File: src/rtl/rtt_pkg.sv
package rtt_pkg;

  // Rate word that yields f_out from f_osc with an acc_w-bit accumulator, rounded up.
  function automatic logic [63:0] nominal_rate(input logic [63:0] f_osc,
                                               input logic [63:0] f_out,
                                               input int unsigned acc_w);
    return ((f_out << acc_w) + f_osc - 64'd1) / f_osc;
  endfunction

endpackage

File: src/rtl/rtt_phase_accum.sv
module rtt_phase_accum #(
  parameter int ACC_W  = 32,
  parameter int TIME_W = 64
) (
  input  logic              clk,
  input  logic              rst,
  input  logic [ACC_W-1:0]  rate,
  output logic [TIME_W-1:0] ticks
);
  logic [ACC_W-1:0] acc_q;
  logic             carry_q;
  logic [ACC_W:0]   sum_w;

  assign sum_w = {1'b0, acc_q} + {1'b0, rate};

  always_ff @(posedge clk) begin
    if (rst) begin
      acc_q   <= '0;
      carry_q <= 1'b0;
      ticks   <= '0;
    end else begin
      acc_q   <= sum_w[ACC_W-1:0];
      carry_q <= sum_w[ACC_W];
      ticks   <= ticks + {{(TIME_W-1){1'b0}}, carry_q};
    end
  end
endmodule

File: src/rtl/rtt_drift_loop.sv
module rtt_drift_loop #(
  parameter int              ACC_W     = 32,
  parameter int              TIME_W    = 64,
  parameter int              DAMP_SH   = 5,
  parameter logic [ACC_W-1:0] RATE_INIT = '0
) (
  input  logic              clk,
  input  logic              rst,
  input  logic              sync_stb,
  input  logic [TIME_W-1:0] ref_time,
  input  logic [TIME_W-1:0] delay,
  input  logic [TIME_W-1:0] master_time,
  output logic [TIME_W-1:0] drift_q,
  output logic [TIME_W-1:0] prev_q,
  output logic              upd_q,
  output logic [ACC_W-1:0]  rate_q
);
  localparam int CW     = ((ACC_W > TIME_W) ? ACC_W : TIME_W) + 3;
  localparam int STEP_W = TIME_W + 1 - DAMP_SH;

  logic [TIME_W-1:0]        drift_w;
  logic signed [TIME_W:0]   diff_w;
  logic signed [STEP_W-1:0] step_w;
  logic signed [CW-1:0]     rate_x, step_x, cand_w;
  logic [ACC_W-1:0]         rate_nx;

  assign drift_w = master_time - ref_time - delay;
  assign diff_w  = $signed({drift_q[TIME_W-1], drift_q}) - $signed({prev_q[TIME_W-1], prev_q});
  // slicing off the low bits is an arithmetic shift that rounds toward minus infinity
  assign step_w  = diff_w[TIME_W:DAMP_SH];
  assign rate_x  = $signed({{(CW-ACC_W){1'b0}}, rate_q});
  assign step_x  = $signed({{(CW-STEP_W){step_w[STEP_W-1]}}, step_w});
  assign cand_w  = rate_x - step_x;

  always_comb begin
    if (cand_w[CW-1])              rate_nx = '0;
    else if (|cand_w[CW-2:ACC_W])  rate_nx = '1;
    else                           rate_nx = cand_w[ACC_W-1:0];
  end

  always_ff @(posedge clk) begin
    if (rst) begin
      drift_q <= '0;
      prev_q  <= '0;
      upd_q   <= 1'b0;
      rate_q  <= RATE_INIT;
    end else begin
      upd_q <= sync_stb;
      if (sync_stb) drift_q <= drift_w;
      if (upd_q) begin
        rate_q <= rate_nx;
        prev_q <= drift_q;
      end
    end
  end
endmodule

File: src/rtl/rtt_drift_avg.sv
module rtt_drift_avg #(
  parameter int TIME_W     = 64,
  parameter int DEPTH_LOG2 = 3
) (
  input  logic              clk,
  input  logic              rst,
  input  logic              push,
  input  logic [TIME_W-1:0] sample,
  output logic [TIME_W-1:0] mean_q
);
  localparam int DEPTH = 1 << DEPTH_LOG2;
  localparam int SUM_W = TIME_W + DEPTH_LOG2;

  logic [TIME_W-1:0]     ring [DEPTH];
  logic [DEPTH_LOG2-1:0] wp_q;
  logic [DEPTH-1:0]      filled_q;
  logic signed [SUM_W-1:0] sum_q, in_x, out_x;
  logic [TIME_W-1:0]     oldest_w;

  assign oldest_w = filled_q[wp_q] ? ring[wp_q] : '0;
  assign in_x     = $signed({{DEPTH_LOG2{sample[TIME_W-1]}}, sample});
  assign out_x    = $signed({{DEPTH_LOG2{oldest_w[TIME_W-1]}}, oldest_w});

  // storage without reset so it can map onto RAM
  always_ff @(posedge clk) begin
    if (push) ring[wp_q] <= sample;
  end

  always_ff @(posedge clk) begin
    if (rst) begin
      wp_q     <= '0;
      filled_q <= '0;
      sum_q    <= '0;
      mean_q   <= '0;
    end else begin
      if (push) begin
        sum_q          <= sum_q + in_x - out_x;
        filled_q[wp_q] <= 1'b1;
        wp_q           <= wp_q + 1'b1;
      end
      mean_q <= sum_q[SUM_W-1:DEPTH_LOG2];
    end
  end
endmodule

File: src/rtl/rate_trim_timebase.sv
module rate_trim_timebase #(
  parameter int          ACC_W      = 32,
  parameter int          TIME_W     = 64,
  parameter int          DAMP_SH    = 5,
  parameter int          MEAN_LOG2  = 3,
  parameter logic [63:0] F_OSC_HZ   = 64'd50_000_000,
  parameter logic [63:0] F_OUT_HZ   = 64'd40_000_000
) (
  input  logic              clk,
  input  logic              rst,
  input  logic              sync_stb,
  input  logic [TIME_W-1:0] ref_time,
  input  logic              offset_wr,
  input  logic [TIME_W-1:0] offset_val,
  input  logic              delay_wr,
  input  logic [TIME_W-1:0] delay_val,
  output logic [TIME_W-1:0] local_time,
  output logic [TIME_W-1:0] master_time,
  output logic [ACC_W-1:0]  rate_word,
  output logic [TIME_W-1:0] drift,
  output logic [TIME_W-1:0] drift_mean
);
  localparam logic [ACC_W-1:0] RATE_INIT =
    ACC_W'(rtt_pkg::nominal_rate(F_OSC_HZ, F_OUT_HZ, ACC_W));

  logic [TIME_W-1:0] offset_q, delay_q, prev_drift;
  logic              upd_q;

  always_ff @(posedge clk) begin
    if (rst) begin
      offset_q    <= '0;
      delay_q     <= '0;
      master_time <= '0;
    end else begin
      if (offset_wr) offset_q <= offset_val;
      if (delay_wr)  delay_q  <= delay_val;
      master_time <= local_time + offset_q;
    end
  end

  rtt_phase_accum #(.ACC_W(ACC_W), .TIME_W(TIME_W)) u_accum (
    .clk(clk), .rst(rst), .rate(rate_word), .ticks(local_time)
  );

  rtt_drift_loop #(.ACC_W(ACC_W), .TIME_W(TIME_W), .DAMP_SH(DAMP_SH),
                   .RATE_INIT(RATE_INIT)) u_loop (
    .clk(clk), .rst(rst), .sync_stb(sync_stb), .ref_time(ref_time),
    .delay(delay_q), .master_time(master_time), .drift_q(drift),
    .prev_q(prev_drift), .upd_q(upd_q), .rate_q(rate_word)
  );

  rtt_drift_avg #(.TIME_W(TIME_W), .DEPTH_LOG2(MEAN_LOG2)) u_avg (
    .clk(clk), .rst(rst), .push(upd_q), .sample(drift), .mean_q(drift_mean)
  );
endmodule

File: config.mk
export PLATFORM = sky130hd
export DESIGN_NAME = rate_trim_timebase
export DESIGN_NICKNAME = d
export VERILOG_FILES = /design/src/rtl/rtt_pkg.sv /design/src/rtl/rtt_phase_accum.sv /design/src/rtl/rtt_drift_loop.sv /design/src/rtl/rtt_drift_avg.sv /design/src/rtl/rate_trim_timebase.sv
export SDC_FILE = /design/constraint.sdc
export NUM_CORES = 2
export LEC_CHECK = 0
export BUFFER_PORTS_ARGS = -buffer_cell sky130_fd_sc_hd__buf_2
export CAP_MARGIN = 20
export CORE_ASPECT_RATIO = 0.8
export CORE_UTILIZATION = 65
export CTS_CLUSTER_SIZE = 8
export DETAILED_ROUTE_END_ITERATION = 10
export PLACE_DENSITY_LB_ADDON = 0.3
export SETUP_SLACK_MARGIN = 0.02
export SLEW_MARGIN = 15
export SYNTH_ARGS = -nofsm -noshare
export SYNTH_HDL_FRONTEND = slang
export SYNTH_HIERARCHICAL = 1
export SYNTH_SLANG_ARGS = --single-unit
File: constraint.sdc
create_clock -name clk -period 16.2 [get_ports clk]
set_clock_uncertainty 0.1 [all_clocks]
set_input_delay 1.62 -clock clk [delete_from_list [all_inputs] [get_ports clk]]
set_output_delay 1.62 -clock clk [all_outputs]
set_load 0.03 [all_outputs]
### Yosys cells after proc, flatten, opt, wreduce, memory -nomap -nowiden

Memories as Yosys holds them, arrays and structs flattened. A register that Yosys moved wholly into a read port is not among the register bits.
Cells that the tools add are included.
W data, S select, Z words.

* bits in registers: 592
* bits in writable memories: 512
* bits of input ports: 197
* output and inout bits: 288
* word-level logic and storage cells: 41
* memories: 1

Memories
* u_avg.ring: words 8, width 64, rd ports 1, clocked after Yosys merged registers in 1, wr ports 1, RTL line rtt_drift_avg.sv:14 `logic [TIME_W-1:0] ring [DEPTH];`

* add/subtract/negate cells: 10
* order comparisons: 2
* muxes and demuxes: 11
* bitwise operators: 1
* reduce and logical (&&, ||, !) cells: 2

Operators by type and width (number)
* $sub A64 B64 Y64: 2
* $add A67 B64 Y67: 1
* $sub A67 B64 Y67: 1
* $sub A64 B64 Y65: 1
* $add A64 B1 Y64: 1
* $add A64 B64 Y64: 1
* $mux W32: 2
* $mux W64: 1
* $sub A33 B60 Y61: 1
* $reduce_or A34 Y1: 1
* $add A32 B32 Y33: 1
* $or A8 B8 Y8: 1
* $mux W3: 2
* $lt A3 B4 Y1 const B: 1
* $mux W1: 4
* $add A3 B1 Y3 const B: 1
* $bmux W1 S3: 1
* $demux W1 S3: 1
* $ge A3 B1 Y1 const B: 1
* $logic_and A1 B1 Y1: 1

### Depth between registers and ports, before layout

* depth after elaboration: 5
* mapped depth: 31
* mapped depth without buffers: 29

### By module

Netlist, hierarchy kept.

By module, submodules not included
* rtt_drift_avg: times used 1, cells each 2164, area an instance 30092.6 µm², seq. area each 18277.5 µm²
* rtt_drift_loop: times used 1, cells each 2258, area an instance 17550.6 µm², seq. area each 3223.1 µm²
* rate_trim_timebase: times used 1, cells each 1127, area an instance 9903.2 µm², seq. area each 3843.7 µm²
* rtt_phase_accum: times used 1, cells each 653, area an instance 5402.7 µm², seq. area each 1941.9 µm²

### Worst setup path before layout

No wires, ideal clock.

* path type: register to register
* start: register u_loop.drift_q[7]
* end: register u_loop.rate_q[14]
* setup time: 0.134 ns
* arrival time: 6.465 ns
* data required time: 15.966 ns
* path slack: 9.501 ns
* stages on the path, launching flop included: 29
* buffers on the path: 1
* clock period less this slack: 6.699 ns
* path through: dfxtp_1 -> ha_1 -> a21o_1 -> a31o_1 -> a22o_1 -> a21o_1 -> nor2_1 -> nor2_1 -> nor2_1 -> nor2b_1 -> nor2_1 -> nor2b_1 -> nor2_1 -> xor2_1 -> ha_1 -> nand3_1 -> a2111oi_2 -> o21a_1 -> o41ai_1 -> o31ai_1 -> a31oi_1 -> nor4b_1 -> nand4_1 -> or4_1 -> a22oi_2 -> o211ai_2 -> o31ai_4 -> buf_6 -> o211ai_1

* longest elaborated chain between the ends: 5

Ends and longest elaborated chain
* start, declared: RTL line rtt_drift_loop.sv:13 `output logic [TIME_W-1:0] drift_q,`
* start signal, assigned: RTL line rtt_drift_loop.sv:49 `if (sync_stb) drift_q <= drift_w;`
* $sub A64 B64 Y65 (*): RTL line rtt_drift_loop.sv:28 `assign diff_w = $signed({drift_q[TIME_W-1], drift_q}) - $signed({prev_q[TIME_W-1], prev_q});`
* $sub A33 B60 Y61 (*): RTL line rtt_drift_loop.sv:33 `assign cand_w = rate_x - step_x;`
* $reduce_or A34 Y1: RTL line rtt_drift_loop.sv:37 `else if (|cand_w[CW-2:ACC_W]) rate_nx = '1;`
* $mux W32: RTL line rtt_drift_loop.sv:37
* $mux W32 (*): RTL line rtt_drift_loop.sv:36 `if (cand_w[CW-1]) rate_nx = '0;`
* end signal, assigned: RTL line rtt_drift_loop.sv:51 `rate_q <= rate_nx;`
* end, declared: RTL line rtt_drift_loop.sv:16 `output logic [ACC_W-1:0] rate_q`

Every way passes the cells marked *; elsewhere a longest branch is shown, timed or not.
A chain may end at the register's enable or synchronous reset.

### Worst setup path in the final report

* start: register u_loop.drift_q[7]
* end: register u_loop.rate_q[4]

Same word-level chain as after synthesis.

==> run summary <==
Leaving out fill and tap cells, the most frequent cell in the layout is nor2_1. The placed instance count came out at 7,774. The number of global-route vias before repair is 49,730.

The largest vdd supply drop is 0.0001246 V. The finished layout holds 8,033 standard cells, fillers aside. The worst hold slack came out at 0.3536 ns. The max-slew violation count was 0. The overall routed net length came out at 193,300 microns. Setup repair after global routing left no endpoint under its margin. The portion of total power attributed to sequential cells is 27.1%. STA classifies the critical path startpoint as a register. The post-layout net count came out at 7,300. Once the clock tree was built, the setup fixing pass inserted 0 buffers. The number of failing setup endpoints in the final timing report came out at 0. The upper clock frequency limit came out at 119.0 MHz. The maximum net fanout on the critical path came out at 13.

The relative slew slack came out at 23.74%. The area growth from synthesis to layout is 12.97%. After clock tree synthesis, the repair step resized 0 gates.

The number of distinct library cells after synthesis came out at 113. The number of DRC markers in iteration 0 is 5,726. The delay of the slowest cell on the worst path is 0.99 ns. The count of hold buffers inserted by post-cts repair came out at 0. In the synthesized netlist the dominant register cell turns out to be dfxtp_1. The run finished with clean final reports. The initial antenna violation count is 9. Entering global routing, the biggest net connects 108 pins. The internal power contribution is 0.007317 W. In this run the power density over the cells is 180.5 mW/mm^2. The critical path data required time is 16.71 ns.

The share of layout cells above drive strength 1 came out at 14.25%. For this run the aggregate overflow at the end of global routing stands at 0. The count of nets left with antenna violations once routing finished came out at 0. The power dissipated by switching net loads is 0.005518 W. The proportion of register bits with asynchronous set or reset after synthesis is 0%. The relative contribution of combinational cells to total power came out at 48.9%. Synthesis produced a netlist with a net count of 6,857. The maximum buffer depth of the clock tree is 3.

The number of endpoints with negative hold slack in the final report came out at 0. Net switching is 42.99% of the power. In the layout the commonest cells are nor2_1, dfxtp_1, inv_1. Buffers placed on the I/O ports in this run total 484. The time the worst path needs with I/O delays and setup came out at 8.406 ns. 485 I/O pins were placed.

The height of the die is 280.3 microns. In this run, synthesis produced a sequential element count of 1,107. On the critical path the largest part of the delay comes from compound AO/OA/AOI/OAI gates. The category of the critical setup timing path is reg2reg. The slowest stage of the critical path is the nor4b_2 cell. The total half-perimeter wirelength after legalization and detailed placement is 133,400 microns. The floorplan step defined a die boundary enclosing 0.09810 sq mm. The most common cell type on the critical path is nor2_1. STA classifies the critical path endpoint as a register. The initial core utilization came out at 65.98%. In this run, CTS created clock tree buffers numbering 156. The wire length of the first global-routing pass is 290,600 microns. The number of H-tree levels came out at 4. The yosys synthesis warning count is 6.

The count of clock tree sinks came out at 1,107. TritonCTS built the clock tree. The final-layout setup total negative slack is 0 ns. The post-detailed-route DRC marker count came out at 0. The post-synthesis cell count came out at 6,202. The max-capacitance violation count came out at 0.

The wire length per cell came out at 24.06 microns. The worst setup slack before clock tree synthesis is 7.944 ns. The routability-driven placement congestion ratio is 1.018.

The slew of the pin with the lowest slew margin is 1.144 ns. The cell sitting at the root of the clock tree is a clkbuf_16. The setup slack of the critical path after layout is 7.794 ns. The clock insertion delay at the later pin of the skew report came out at 0.79 ns. The worst hold-check path type is reg2reg. The static leakage power came out at 29.66 nW.

Of the available clock period, the critical path in the final layout requires 51.89%. The final core utilization came out at 74.53%. The width of the die came out at 349.9 microns.

The endpoint arrival time on the critical path came out at 8.91 ns. The synthesized area divided by synthesized cell count is 10.15 sq um. The critical path buffer and inverter count is 0.

The clock network accounts for 24.0% of the total power. After clock tree synthesis, the clock-pin slew on the worst setup and hold paths is 0.07 ns. The post-synthesis instance area came out at 0.06295 sq mm. The placeable core area came out at 0.09541 sq mm.

Dividing the detail-routed via count by the number of cells gives 6.413. The row count came out at 101. The count of flip-flops with a built-in enable after synthesis came out at 512.

The global-route usage over all layers is 38.77%. The final route contains 51,520 vias. The sequential-to-total area share from yosys stat is 43.35%. The detailed-routing iteration count for the pre-antenna-repair pass is 6.
[tightest hold or removal path, stage by stage (launching register included)]
cell and delay, ns:
dfxtp_1 0.31, nand2_1 0.05, o21ai_1 0.05
[Yosys cell counts (14+ instances only)]
cell type | number | area, sq um
nor2_1 | 802 | 3010
dfxtp_1 | 595 | 11910
inv_1 | 527 | 1978
edfxtp_1 | 512 | 15370
a21oi_1 | 400 | 2002
mux2i_1 | 355 | 3553
ha_1 | 326 | 4079
nand2_1 | 320 | 1201
o21ai_0 | 205 | 1026
clkbuf_1 | 193 | 724.4
xnor2_1 | 181 | 1585
a21o_1 | 169 | 1269
fa_1 | 132 | 2643
mux4_2 | 130 | 2928
xor2_1 | 120 | 1051
nand3_1 | 113 | 565.5
nand4_1 | 86 | 538.0
nor3_1 | 77 | 385.4
o21bai_1 | 67 | 503.0
nor2b_1 | 62 | 387.9
and3_1 | 59 | 369.1
a211oi_1 | 52 | 390.4
a31oi_1 | 50 | 312.8
buf_1 | 50 | 187.7
o211ai_1 | 47 | 352.8
nand2b_1 | 46 | 287.8
or3_1 | 42 | 262.8
o21a_1 | 36 | 270.3
and4_1 | 25 | 219.0
o21ai_1 | 24 | 120.1
nor4_1 | 23 | 143.9
and2_1 | 22 | 137.6
o31ai_1 | 22 | 165.2
or2_2 | 20 | 125.1
buf_2 | 18 | 90.09
nor3b_1 | 18 | 135.1
mux2_2 | 17 | 191.4
a31o_2 | 15 | 131.4
a211o_1 | 14 | 122.6
a22oi_1 | 14 | 105.1
[stage by stage]
step / power, W / cell area, sq um
2_1_floorplan: 0.007876 / 62950
3_3_place_gp: 0.009393 / 66540
3_5_place_dp: 0.009470 / 66560
4_1_cts: 0.01266 / 71090
5_1_grt: 0.01347 / 71100
6_report: 0.01284 / 71110
[final cells by class]
cell class	instances	area (sq um)
Timing Repair Buffer	551	2959
Antenna cell	7	17.52
Clock inverter	15	330.3
Sequential cell	1107	27300
Tap cell	1287	1610
Clock buffer	237	4208
Fill cell	6405	24300
Multi-Input combinational cell	4302	32710
Inverter	527	1978
[state kept, by name, summed over array words and instances, names as in the netlist, named ones only]
register and count:
u_avg/sum_q 67, delay_q 64, u_avg/mean_q 64, u_accum/acc_q 32
u_loop/rate_q 32, u_avg/wp_q 3, u_accum/carry_q 1, offset_q 64
master_time 64, u_avg/ring 512, u_accum/ticks 64, u_avg/filled_q 8
u_loop/prev_q 64, u_loop/drift_q 64, u_loop/upd_q 1
[path summary, 6_finish.rpt]
check	from	to	slack (ns)	depth (start not counted)
max	u_loop/drift_q[7]	u_loop/rate_q[4]	7.79	27
min	u_avg/sum_q[62]	u_avg/sum_q[62]	0.35	2
max reg2reg	u_loop/drift_q[7]	u_loop/rate_q[4]	7.79	27
min reg2reg	u_avg/sum_q[62]	u_avg/sum_q[62]	0.35	2
[per-layer routing]
layer  track usage, %  up-vias  wire length, microns
li1                 -    23050                     -
met3            8.718      580                 21580
met5                0        -                    11
met1            52.48    24660                 76250
met2            60.28     3227                 87130
met4            16.09        2                  8312
[cell families (layout without fill, tap and decap cells)]
group                      after synthesis  count (layout)  synth area share [%]
buffers and inverters                  793            1330                 4.808
and+or+nand+nor                       1763            1763                 13.07
muxes                                  502             502                 10.60
DFF                                   1107            1107                 43.35
other                                    0               7                     0
adders and majority gates              458             458                 10.68
xor gates and xnor gates               301             301                 4.188
AOI/OAI and AO/OA                     1278            1278                 13.31
[power by group through the flow]
stage                     clock, W  sequential, W  combinational [W]
final                      0.00308        0.00348            0.00627
after global routing       0.00321        0.00350            0.00675
after global placement           0        0.00350            0.00589
after CTS                  0.00309        0.00348            0.00609
after detailed placement         0        0.00352            0.00595
after floorplan                  0        0.00363            0.00425
No activity file was read; power rests on OpenSTA's default activity.
